$ cat src/rtl/fsr_pkg.sv
package fsr_pkg;
  localparam int CSR_W     = 32;
  localparam int NFLAG     = 5;
  localparam int RM_LSB    = 0;
  localparam int RM_W      = 2;
  localparam int FLAG_LSB  = 2;
  localparam int EN_LSB    = FLAG_LSB + NFLAG;
  localparam int CAUSE_LSB = EN_LSB + NFLAG;
  localparam int DN_BIT    = 18;
  localparam int CODE_W    = 12;
  localparam logic [CSR_W-1:0]  WR_MASK  = 32'h003F_FFFF;
  localparam logic [CODE_W-1:0] TRAP_VEC = 12'h120;
  localparam logic [RM_W-1:0]   RM_RTZ   = 2'b01;
  // flag bit positions inside every 5-bit field
  localparam int FL_I = 0;
  localparam int FL_U = 1;
  localparam int FL_O = 2;
  localparam int FL_Z = 3;
  localparam int FL_V = 4;

  typedef logic [NFLAG-1:0] flag_t;
  typedef logic [CSR_W-1:0] csr_t;
endpackage

$ cat src/rtl/fsr_flag_adjust.sv
module fsr_flag_adjust
  import fsr_pkg::*;
(
  input  flag_t raw,
  input  logic  approx,
  output flag_t adj
);
  logic others_clear;

  always_comb begin
    others_clear = ~(raw[FL_U] | raw[FL_O] | raw[FL_Z] | raw[FL_V]);
    adj = raw;
    if (approx && others_clear) adj[FL_I] = 1'b1;
  end
endmodule

$ cat src/rtl/fsr_state.sv
module fsr_state
  import fsr_pkg::*;
(
  input  logic clk,
  input  logic rst,
  input  logic wr_en,
  input  csr_t wr_data,
  input  logic op_take,
  input  flag_t cause_new,
  output csr_t csr_q
);
  csr_t csr_d;

  always_comb begin
    csr_d = csr_q;
    if (wr_en) begin
      csr_d = wr_data & WR_MASK;
    end else if (op_take) begin
      for (int i = 0; i < NFLAG; i++) begin
        csr_d[CAUSE_LSB + i] = cause_new[i];
        csr_d[FLAG_LSB + i]  = csr_q[FLAG_LSB + i] | cause_new[i];
      end
    end
  end

  always_ff @(posedge clk) begin
    if (rst) csr_q <= '0;
    else     csr_q <= csr_d;
  end
endmodule

$ cat src/rtl/fsr_trap_gen.sv
module fsr_trap_gen
  import fsr_pkg::*;
(
  input  logic clk,
  input  logic rst,
  input  logic op_take,
  input  flag_t cause_new,
  input  flag_t enables,
  output logic trap_req,
  output logic [CODE_W-1:0] trap_code
);
  logic hit;

  always_comb hit = op_take && (|(cause_new & enables));

  always_ff @(posedge clk) begin
    if (rst) begin
      trap_req  <= 1'b0;
      trap_code <= '0;
    end else begin
      trap_req  <= hit;
      trap_code <= hit ? TRAP_VEC : '0;
    end
  end
endmodule

$ cat src/rtl/fsr_mode_decode.sv
module fsr_mode_decode
  import fsr_pkg::*;
(
  input  csr_t csr,
  output logic rnd_zero,
  output logic flush_dn
);
  always_comb begin
    rnd_zero = (csr[RM_LSB +: RM_W] == RM_RTZ);
    flush_dn = csr[DN_BIT];
  end
endmodule

$ cat src/rtl/fsr_ctrl.sv
module fsr_ctrl
  import fsr_pkg::*;
(
  input  logic              clk,
  input  logic              rst,
  input  logic              wr_en,
  input  logic [31:0]       wr_data,
  input  logic              op_done,
  input  logic [4:0]        op_flags,
  input  logic              op_approx,
  output logic [31:0]       csr_q,
  output logic              trap_req,
  output logic [11:0]       trap_code,
  output logic              rnd_zero,
  output logic              flush_dn
);
  flag_t cause_new;
  logic  op_take;

  // a write in the same cycle discards the operation
  always_comb op_take = op_done & ~wr_en;

  fsr_flag_adjust u_adj (
    .raw(op_flags), .approx(op_approx), .adj(cause_new)
  );

  fsr_state u_state (
    .clk(clk), .rst(rst), .wr_en(wr_en), .wr_data(wr_data),
    .op_take(op_take), .cause_new(cause_new), .csr_q(csr_q)
  );

  fsr_trap_gen u_trap (
    .clk(clk), .rst(rst), .op_take(op_take), .cause_new(cause_new),
    .enables(csr_q[EN_LSB +: NFLAG]),
    .trap_req(trap_req), .trap_code(trap_code)
  );

  fsr_mode_decode u_mode (
    .csr(csr_q), .rnd_zero(rnd_zero), .flush_dn(flush_dn)
  );
endmodule

$ cat config.mk
export PLATFORM = sky130hd
export DESIGN_NAME = fsr_ctrl
export DESIGN_NICKNAME = d
export VERILOG_FILES = /design/src/rtl/fsr_pkg.sv /design/src/rtl/fsr_flag_adjust.sv /design/src/rtl/fsr_state.sv /design/src/rtl/fsr_trap_gen.sv /design/src/rtl/fsr_mode_decode.sv /design/src/rtl/fsr_ctrl.sv
export SDC_FILE = /design/constraint.sdc
export NUM_CORES = 1
export LEC_CHECK = 0
export BUFFER_PORTS_ARGS = -buffer_cell sky130_fd_sc_hd__buf_2
export CAP_MARGIN = 30
export CORE_UTILIZATION = 39
export DETAILED_ROUTE_END_ITERATION = 7
export GPL_TIMING_DRIVEN = 0
export PLACE_DENSITY_LB_ADDON = 0.12
export SKIP_LAST_GASP = 1
export SYNTH_ARGS = -nofsm -noshare
export SYNTH_HDL_FRONTEND = slang
export SYNTH_SLANG_ARGS = --single-unit
$ cat constraint.sdc
create_clock -name clk -period 1.6 [get_ports clk]
set_input_delay 0.08 -clock clk [delete_from_list [all_inputs] [get_ports clk]]
set_output_delay 0.08 -clock clk [all_outputs]
set_load 0.02 [all_outputs]
* Word-level counts from Yosys, hierarchy flattened
Index checks and enable logic that the tools add are counted.
Word-level totals: memories kept 0, memory bits (writable) 0, logic and storage cells 27, flip-flop bits (word level) 35, input port bits 42, output and inout bits 47, bits in latches 0, bits in read-only memories 0
Cells by class: shift operators 0, bitwise logic cells 12, multiplexer cells 6, $add $sub $neg 0, order comparisons 0, divide/modulo/power cells 0, $mul 0, reduce and logical (&&, ||, !) cells 4, eq/ne operators 1
Operators with widths (number):
- $mux 5 | 4
- $mux 9 | 1
- $or 1x1->1 | 8
- $and 5x5->5 | 1
- $reduce_or 5->1 | 1
- $eq 2x1->1 const B | 1
- $logic_and 1x1->1 | 2
- $not 1->1 | 2
- $reduce_bool 2->1 | 1
- $and 1x1->1 | 1
- $mux 1 | 1

* Depth between registers and ports, before layout
Gate-level depths: netlist of the first run.
word-level depth 10, mapped depth 4, mapped depth without buffers 3

* Hierarchy
From an unflattened synthesis of the first run, not the netlist that was laid out.
Unflattened totals: cells, all modules 122, area, all modules 1182.4 um^2
By module, submodules not included:
- fsr_state | area an instance 957.2 um^2, cells each 94, sequential area each 440.4 um^2, instances 1
- fsr_trap_gen | area an instance 142.6 um^2, cells each 18, sequential area each 20.0 um^2, instances 1
- fsr_flag_adjust | area an instance 47.5 um^2, cells each 7, sequential area each 0.0 um^2, instances 1
- fsr_mode_decode | area an instance 21.3 um^2, cells each 2, sequential area each 0.0 um^2, instances 1
- fsr_ctrl | area an instance 13.8 um^2, cells each 1, sequential area each 0.0 um^2, instances 1

* Worst setup path after synthesis of the first run
OpenSTA, ideal clock, no wires.
path type input -> register, start point in op_flags[4], end point reg u_state.csr_q[2], path slack 472 ps, path buffers 0, data arrival time 1057 ps, stages on the path 3, required time 1529 ps, library setup time 71 ps, cell sequence or4b_4 or3b_1 a21oi_1
Between the ends: longest elaborated chain between the ends 7
Ends and longest elaborated chain:
- from (decl) | RTL line fsr_ctrl.sv:9 | input logic [4:0] op_flags,
- $or 1x1->1 | RTL line fsr_flag_adjust.sv:11 | others_clear = ~(raw[FL_U] | raw[FL_O] | raw[FL_Z] | raw[FL_V]);
- $not 1->1 | RTL line fsr_flag_adjust.sv:11
- $logic_and 1x1->1 | RTL line fsr_flag_adjust.sv:13 | if (approx && others_clear) adj[FL_I] = 1'b1;
- $mux 1 | RTL line fsr_flag_adjust.sv:13
- $or 1x1->1 | RTL line fsr_state.sv:21 | csr_d[FLAG_LSB + i] = csr_q[FLAG_LSB + i] | cause_new[i];
- $mux 5 | RTL line fsr_state.sv:18 | end else if (op_take) begin
- $mux 5 | RTL line fsr_state.sv:16 | if (wr_en) begin
- to (signal assigned) | RTL line fsr_state.sv:28 | else csr_q <= csr_d;
- to (decl) | RTL line fsr_state.sv:10 | output csr_t csr_q
No other way between the ends. The select of a mux whose other input is x is not followed. A chain may end at the register's enable or synchronous reset.

==> results of run 1 <==
## routing by layer
| metal | up-vias | global-route usage | part of all wire |
|---|---|---|---|
| met3 | 4 | 0.0372 | 0.080 |
| met1 | 457 | 0.198 | 0.43 |
| met4 | 0 | 0.0836 | 0.015 |
| met5 | - | 0 | 0 |
| li1 | 546 | - | - |
| met2 | 47 | 0.270 | 0.48 |
## layout make-up
type / count / area (um^2)
Buffer: 29 / 198
Tap cell: 31 / 38.8
Inverter: 1 / 3.75
Sequential cell: 23 / 460
Multi-Input combinational cell: 87 / 549
Fill cell: 263 / 1110
Clock buffer: 3 / 22.5
Timing Repair Buffer: 66 / 370
Clock inverter: 1 / 5.00
## per-stage QoR
step | hold WS (ns) | utilization | power (W)
after global placement | 0.314 | 0.559 | 0.000970
after global routing | 0.00136 | 0.598 | 0.00132
after floorplan | 0.156 | - | 0.000872
after detailed placement | 0.314 | 0.559 | 0.000977
final | 0.00365 | 0.598 | 0.00124
after CTS | 0.000148 | 0.587 | 0.00125
## worst max-delay path, delay by kind of cell
| kind | cells | cell delay (ns) |
|---|---|---|
| buffers and inverters | 2 | 0.68 |
| AND/OR/NAND/NOR | 1 | 0.44 |
| AO/OA/AOI/OAI | 2 | 0.30 |
## power by group through the flow
stage	logic, W	registers, W	clock network [W]
after detailed placement	0.000333	0.000644	0
final	0.000348	0.000630	0.000266
after floorplan	0.000183	0.000689	0
after global routing	0.000376	0.000636	0.000312
after CTS	0.000343	0.000631	0.000278
after global placement	0.000328	0.000642	0
## placed cells by master (no fill, tap or decap)
master / n
nor2b_1: 7
nand2b_1: 1
nor3b_1: 1
a31oi_1: 1
or3b_2: 1
or4b_4: 1
nor3_1: 4
mux2i_1: 16
dlygate4sd3_1: 8
o31ai_1: 1
buf_2: 60
clkinv_2: 1
a22oi_1: 2
buf_4: 23
clkbuf_4: 3
or3b_1: 1
a21oi_1: 1
mux2_2: 4
dfxtp_1: 23
conb_1: 20
clkbuf_1: 4
a211oi_1: 4
inv_1: 1
o211ai_1: 1
o31a_1: 1
nand2_1: 1
nor2_1: 18
a221oi_1: 1
## flip-flops by register name, summed over array words and instances, names as in the netlist
name and count:
u_state.csr_q 22, u_trap.trap_code 1
## cell families (layout without fill, tap and decap cells)
| logic type | after synthesis | after routing | share of synthesized area |
|---|---|---|---|
| and+or+nand+nor | 35 | 35 | 0.158 |
| buffers and inverters | 30 | 100 | 0.177 |
| DFF | 23 | 23 | 0.404 |
| muxes | 20 | 20 | 0.180 |
| AOI/OAI and AO/OA | 12 | 12 | 0.0779 |
| other | 1 | 20 | 0.00329 |
## how the worst max path moves through the flow
stage           startpoint                              to  cells past startpoint
2_1_floorplan  op_flags[4]   u_state.csr_q[2]$_SDFFE_PP0P_                      3
3_3_place_gp   op_flags[4]   u_state.csr_q[2]$_SDFFE_PP0P_                      4
3_5_place_dp         wr_en   u_state.csr_q[1]$_SDFFE_PP0P_                      5
4_1_cts                rst  u_trap.trap_code[5]$_SDFF_PP0_                      5
5_1_grt                rst  u_trap.trap_code[5]$_SDFF_PP0_                      5
6_report               rst  u_trap.trap_code[5]$_SDFF_PP0_                      5
==> impl_metrics.py, run 1 <==
metrics = {
    "outcome": {
        "status": "completed",
    },
    "drt": {
        "vias": 1054,
        "wl_per_cell_um": 10.3,
        "ant_nets": 0,
        "via_per_inst": 4.37,
        "drc": 0,
        "finalWirelength_um": 2490,
        "first_pass_iters": 3,
        "drt_iter0_drc": 13,
    },
    "placement": {
        "dp_cells": 229,
        "place_congestion": 0.770,
        "dpl_worst_slack_ns": 0.287,
        "port_buffers": 58,
        "place_area_um2": 1540,
        "place_hpwl_um": 1930,
    },
    "clock_network": {
        "cts_hold_buf": 5,
        "root_buffer": "clkbuf_4",
        "cts_resized": 0,
        "cts-htree-levels": 1,
        "tritoncts": "yes",
        "cts.sinks": 23,
        "numCtsBuffers": 3,
        "clk_latency_ns": 0.31,
        "post_cts_buffers": 0,
        "cts_max_path_buffers": 2,
        "path_clk_slew_ns": 0.13,
    },
    "synthesis": {
        "synth_top_area_frac": 0.404,
        "yosysUniqueCellTypes": 25,
        "netlist_instances": 121,
        "synth_top_area_cell": "dfxtp_1",
        "netlist_area_um2": 1140,
        "ys.flop_type": "dfxtp_1",
        "synth_edf_count": 0,
        "ys_ff_latch": 23,
        "yosys_warnings": 0,
        "synthTopCellsByCount": "buf_4 (23), dfxtp_1 (23), nor2_1 (18)",
        "avgSynthCellArea_um2": 9.42,
        "synthTopCellsByArea": "dfxtp_1 (40%), buf_4 (15%), mux2i_1 (14%)",
        "async_reset_ff_frac": 0,
        "ys_seq_area_frac": 0.404,
    },
    "floorplan": {
        "die_area_um2": 3140,
        "core_area_um2": 2760,
        "std_cell_rows": 19,
        "fp.dieW_um": 56.1,
        "start_util": 0.413,
        "io_pins": 89,
        "die_h_um": 56.1,
    },
    "worst_setup_path": {
        "critical_path.max_stage_delay_ns": 0.53,
        "rr_endpoint": "u_trap.trap_code[5]$_SDFF_PP0_",
        "r2r-start": "u_state.csr_q[11]$_SDFFE_PP0P_",
        "worstPathMaxFanout": 5,
        "arrival_ns": 1.50,
        "r2r_slack_ns": 0.58,
        "crit_path_start_kind": "input pin",
        "ff2ff_path_depth": 3,
        "cp.required_ns": 1.86,
        "crit_chain": "dlygate4sd3_1, buf_2, or3b_2, a31oi_1, o31a_1",
        "worstSetupPathType": "input pin to register",
        "slowest_stage": "dlygate4sd3_1",
        "cp-end-kind": "register",
    },
    "timing": {
        "max_slew_margin": 0.667,
        "rsz0062_at_grt": "false",
        "finalCriticalPeriod_ns": 1.24,
        "fmax_ghz": 0.805,
        "hold_viol": 0,
        "setup_viol": 0,
        "setup_tns_ns": 0,
        "slew_viol_final": 0,
        "finalCritPeriodShare": 0.777,
        "skew_ns": 0.00881,
        "tightest_slew_ns": 0.500,
        "final.setup.worst_slack_ns": 0.357,
    },
    "power": {
        "ir_drop_v": 0.000603,
        "p_seq_frac": 0.507,
        "combPwrFrac": 0.279,
        "internal_power_w": 0.000861,
        "power_density_nw_per_um2": 755,
        "p_sw_frac": 0.308,
        "switching_power_w": 0.000383,
        "leakage_nw": 0.902,
        "clock_power_share": 0.214,
    },
    "finish": {
        "postLayoutCellArea_um2": 1650,
        "areaGrowthSynthToFinish_pct": 44.6,
        "final_nets": 253,
        "fin_cells": 241,
        "num_antenna_cells": 0,
        "drive_above_1_share": 0.443,
    },
    "global_route": {
        "gr-total-overflow": 0,
        "grt_pass1_wl_um": 4040,
        "grt_pass1_vias": 957,
        "antenna_found_initial": 0,
        "grtUsageTotal": 0.164,
        "grt_max_degree": 14,
    },
    "min_path": {
        "min_from": "wr_data[11]",
        "whs_endpoint": "u_state.csr_q[11]$_SDFFE_PP0P_",
        "holdPathStages": 3,
        "holdCritPathClass": "input pin to register",
    },
    "run": {
        "drv_cap": 0,
    },
}
(Power assumes the default switching activity.)
==> run 2, diff against run 1 <==
--- a/config.mk
+++ b/config.mk
@@ -7,7 +7,7 @@
 export LEC_CHECK = 0
 export BUFFER_PORTS_ARGS = -buffer_cell sky130_fd_sc_hd__buf_2
 export CAP_MARGIN = 30
-export CORE_UTILIZATION = 39
+export CORE_UTILIZATION = 35
 export DETAILED_ROUTE_END_ITERATION = 7
 export GPL_TIMING_DRIVEN = 0
 export PLACE_DENSITY_LB_ADDON = 0.12
==> constraint.sdc (replaced) <==
create_clock -name clk -period 1.1 [get_ports clk]
set_input_delay 0.055 -clock clk [delete_from_list [all_inputs] [get_ports clk]]
set_output_delay 0.055 -clock clk [all_outputs]
set_load 0.02 [all_outputs]
==> impl_metrics.py, run 2 (synthesis results as in run 1) <==
metrics = {
    "power": {
        "internal_power_w": 0.00128,
        "leakage_nw": 0.937,
        "p_seq_frac": 0.504,
        "switching_power_w": 0.000541,
        "ir_drop_v": 0.000615,
        "clock_power_share": 0.203,
        "p_sw_frac": 0.297,
        "power_density_nw_per_um2": 1040,
        "combPwrFrac": 0.293,
    },
    "timing": {
        "rsz0062_at_grt": "false",
        "fmax_ghz": 0.995,
        "slew_viol_final": 0,
        "setup_tns_ns": 0,
        "finalCritPeriodShare": 0.913,
        "max_slew_margin": 0.646,
        "setup_viol": 0,
        "tightest_slew_ns": 0.530,
        "skew_ns": 0.00658,
        "finalCriticalPeriod_ns": 1.00,
        "hold_viol": 0,
    },
    "global_route": {
        "grt_pass1_vias": 1029,
        "grt_max_degree": 13,
        "antenna_found_initial": 0,
        "grtUsageTotal": 0.160,
        "grt_pass1_wl_um": 4250,
        "gr-total-overflow": 0,
    },
    "finish": {
        "final_cell_mix": "buf_2 (60), buf_4 (23), dfxtp_1 (23)",
        "postLayoutCellArea_um2": 1760,
        "drive_above_1_share": 0.425,
        "reg.largest.list": "u_state.csr_q (22), u_trap.trap_code (1)",
        "fin_cells": 263,
        "utilization": 0.571,
        "fillers": 321,
        "largest_reg_flops": 22,
        "top_register": "u_state.csr_q",
        "final_nets": 262,
        "areaGrowthSynthToFinish_pct": 54.2,
        "final_common_cell": "buf_2",
        "num_antenna_cells": 0,
    },
    "worst_setup_path": {
        "crit_path_start_kind": "register",
        "worstPathMaxFanout": 3,
        "worstSetupPathType": "register to output pin",
        "ff2ff_path_depth": 3,
        "arrival_ns": 0.95,
        "cp-end-kind": "output pin",
        "cp.required_ns": 1.04,
        "r2r_slack_ns": 0.13,
    },
    "clock_network": {
        "root_buffer": "clkbuf_4",
        "clk_latency_ns": 0.30,
        "cts-htree-levels": 1,
        "tritoncts": "yes",
        "cts_max_path_buffers": 2,
        "cts.sinks": 23,
        "path_clk_slew_ns": 0.12,
        "numCtsBuffers": 3,
    },
    "placement": {
        "dp_cells": 242,
        "place_area_um2": 1560,
        "port_buffers": 58,
        "place_hpwl_um": 2020,
        "place_congestion": 0.729,
    },
    "floorplan": {
        "io_pins": 89,
        "std_cell_rows": 20,
        "die_h_um": 59.1,
        "start_util": 0.370,
        "core_area_um2": 3080,
        "fp.dieW_um": 59.1,
        "die_area_um2": 3490,
    },
    "min_path": {
        "holdPathStages": 3,
        "holdCritPathClass": "input pin to register",
    },
    "drt": {
        "ant_nets": 0,
        "wl_per_cell_um": 10.1,
        "drc": 0,
        "finalWirelength_um": 2650,
        "drt_iter0_drc": 14,
        "first_pass_iters": 4,
        "via_per_inst": 4.19,
        "vias": 1102,
    },
    "run": {
        "drv_cap": 0,
    },
    "outcome": {
        "status": "completed",
    },
}
[run 2: cell types whose count changed in the layout (fill, tap and decap cells not counted), sizes merged]
cell,before,now
clkbuf,7,8
dlygate4sd3,8,17
clkinv,1,0
[run 2: per-stage QoR]
stage                     setup WS (ns)  total power, W  hold slack [ns]
after global placement           -0.191         0.00141            0.288
after detailed placement         -0.205         0.00142            0.290
after floorplan                -0.00295         0.00127            0.131
after global routing            0.00896         0.00193          0.00592
after CTS                        0.0843         0.00184          0.00881
final                            0.0953         0.00182           0.0133
[run 2: cell type report]
| type | instances | area (um^2) | share of cell area |
|---|---|---|---|
| Tap cell | 44 | 55.1 | 0.0313 |
| Multi-Input combinational cell | 87 | 554 | 0.315 |
| Sequential cell | 23 | 460 | 0.262 |
| Timing Repair Buffer | 75 | 460 | 0.262 |
| Clock buffer | 4 | 26.3 | 0.0149 |
| Inverter | 1 | 3.75 | 0.00214 |
| Buffer | 29 | 198 | 0.112 |
[run 2: repair_timing]
action | 4_1_cts | 5_1_grt
buffers inserted | 0 | 0
gates resized for setup | 0 | 1
endpoints found under the hold margin | 18 | 0
hold buffers | 17 | 0
setup endpoints to repair | 0 | 1
[run 2: critical path, cell delays in order, from the launching register on]
cell,delay (ns)
dfxtp_1,0.36
nor2b_1,0.13
buf_2,0.17
[run 2: layer usage]
layer | global-route usage | wire length [um] | vias up
met1 | 0.186 | 1140 | 484
met3 | 0.0262 | 198 | 4
met2 | 0.282 | 1290 | 49
met4 | 0.0782 | 19 | 0
li1 | - | - | 565
met5 | 0 | 0 | -
[run 2: power groups by stage]
| stage | clock network [W] | registers (W) | logic [W] |
|---|---|---|---|
| after CTS | 0.000391 | 0.000917 | 0.000533 |
| after global routing | 0.000425 | 0.000925 | 0.000579 |
| after global placement | 0 | 0.000934 | 0.000480 |
| final | 0.000370 | 0.000918 | 0.000533 |
| after floorplan | 0 | 0.00100 | 0.000267 |
| after detailed placement | 0 | 0.000936 | 0.000486 |
[run 2: worst paths after layout]
check	from	endpoint
worst max register to register	u_state.csr_q[10]$_SDFFE_PP0P_	u_trap.trap_code[5]$_SDFF_PP0_
worst min-delay path	wr_data[5]	u_state.csr_q[5]$_SDFFE_PP0P_
worst max-delay path	u_state.csr_q[0]$_SDFFE_PP0P_	rnd_zero
worst min register to register	u_state.csr_q[21]$_SDFFE_PP0P_	u_state.csr_q[21]$_SDFFE_PP0P_
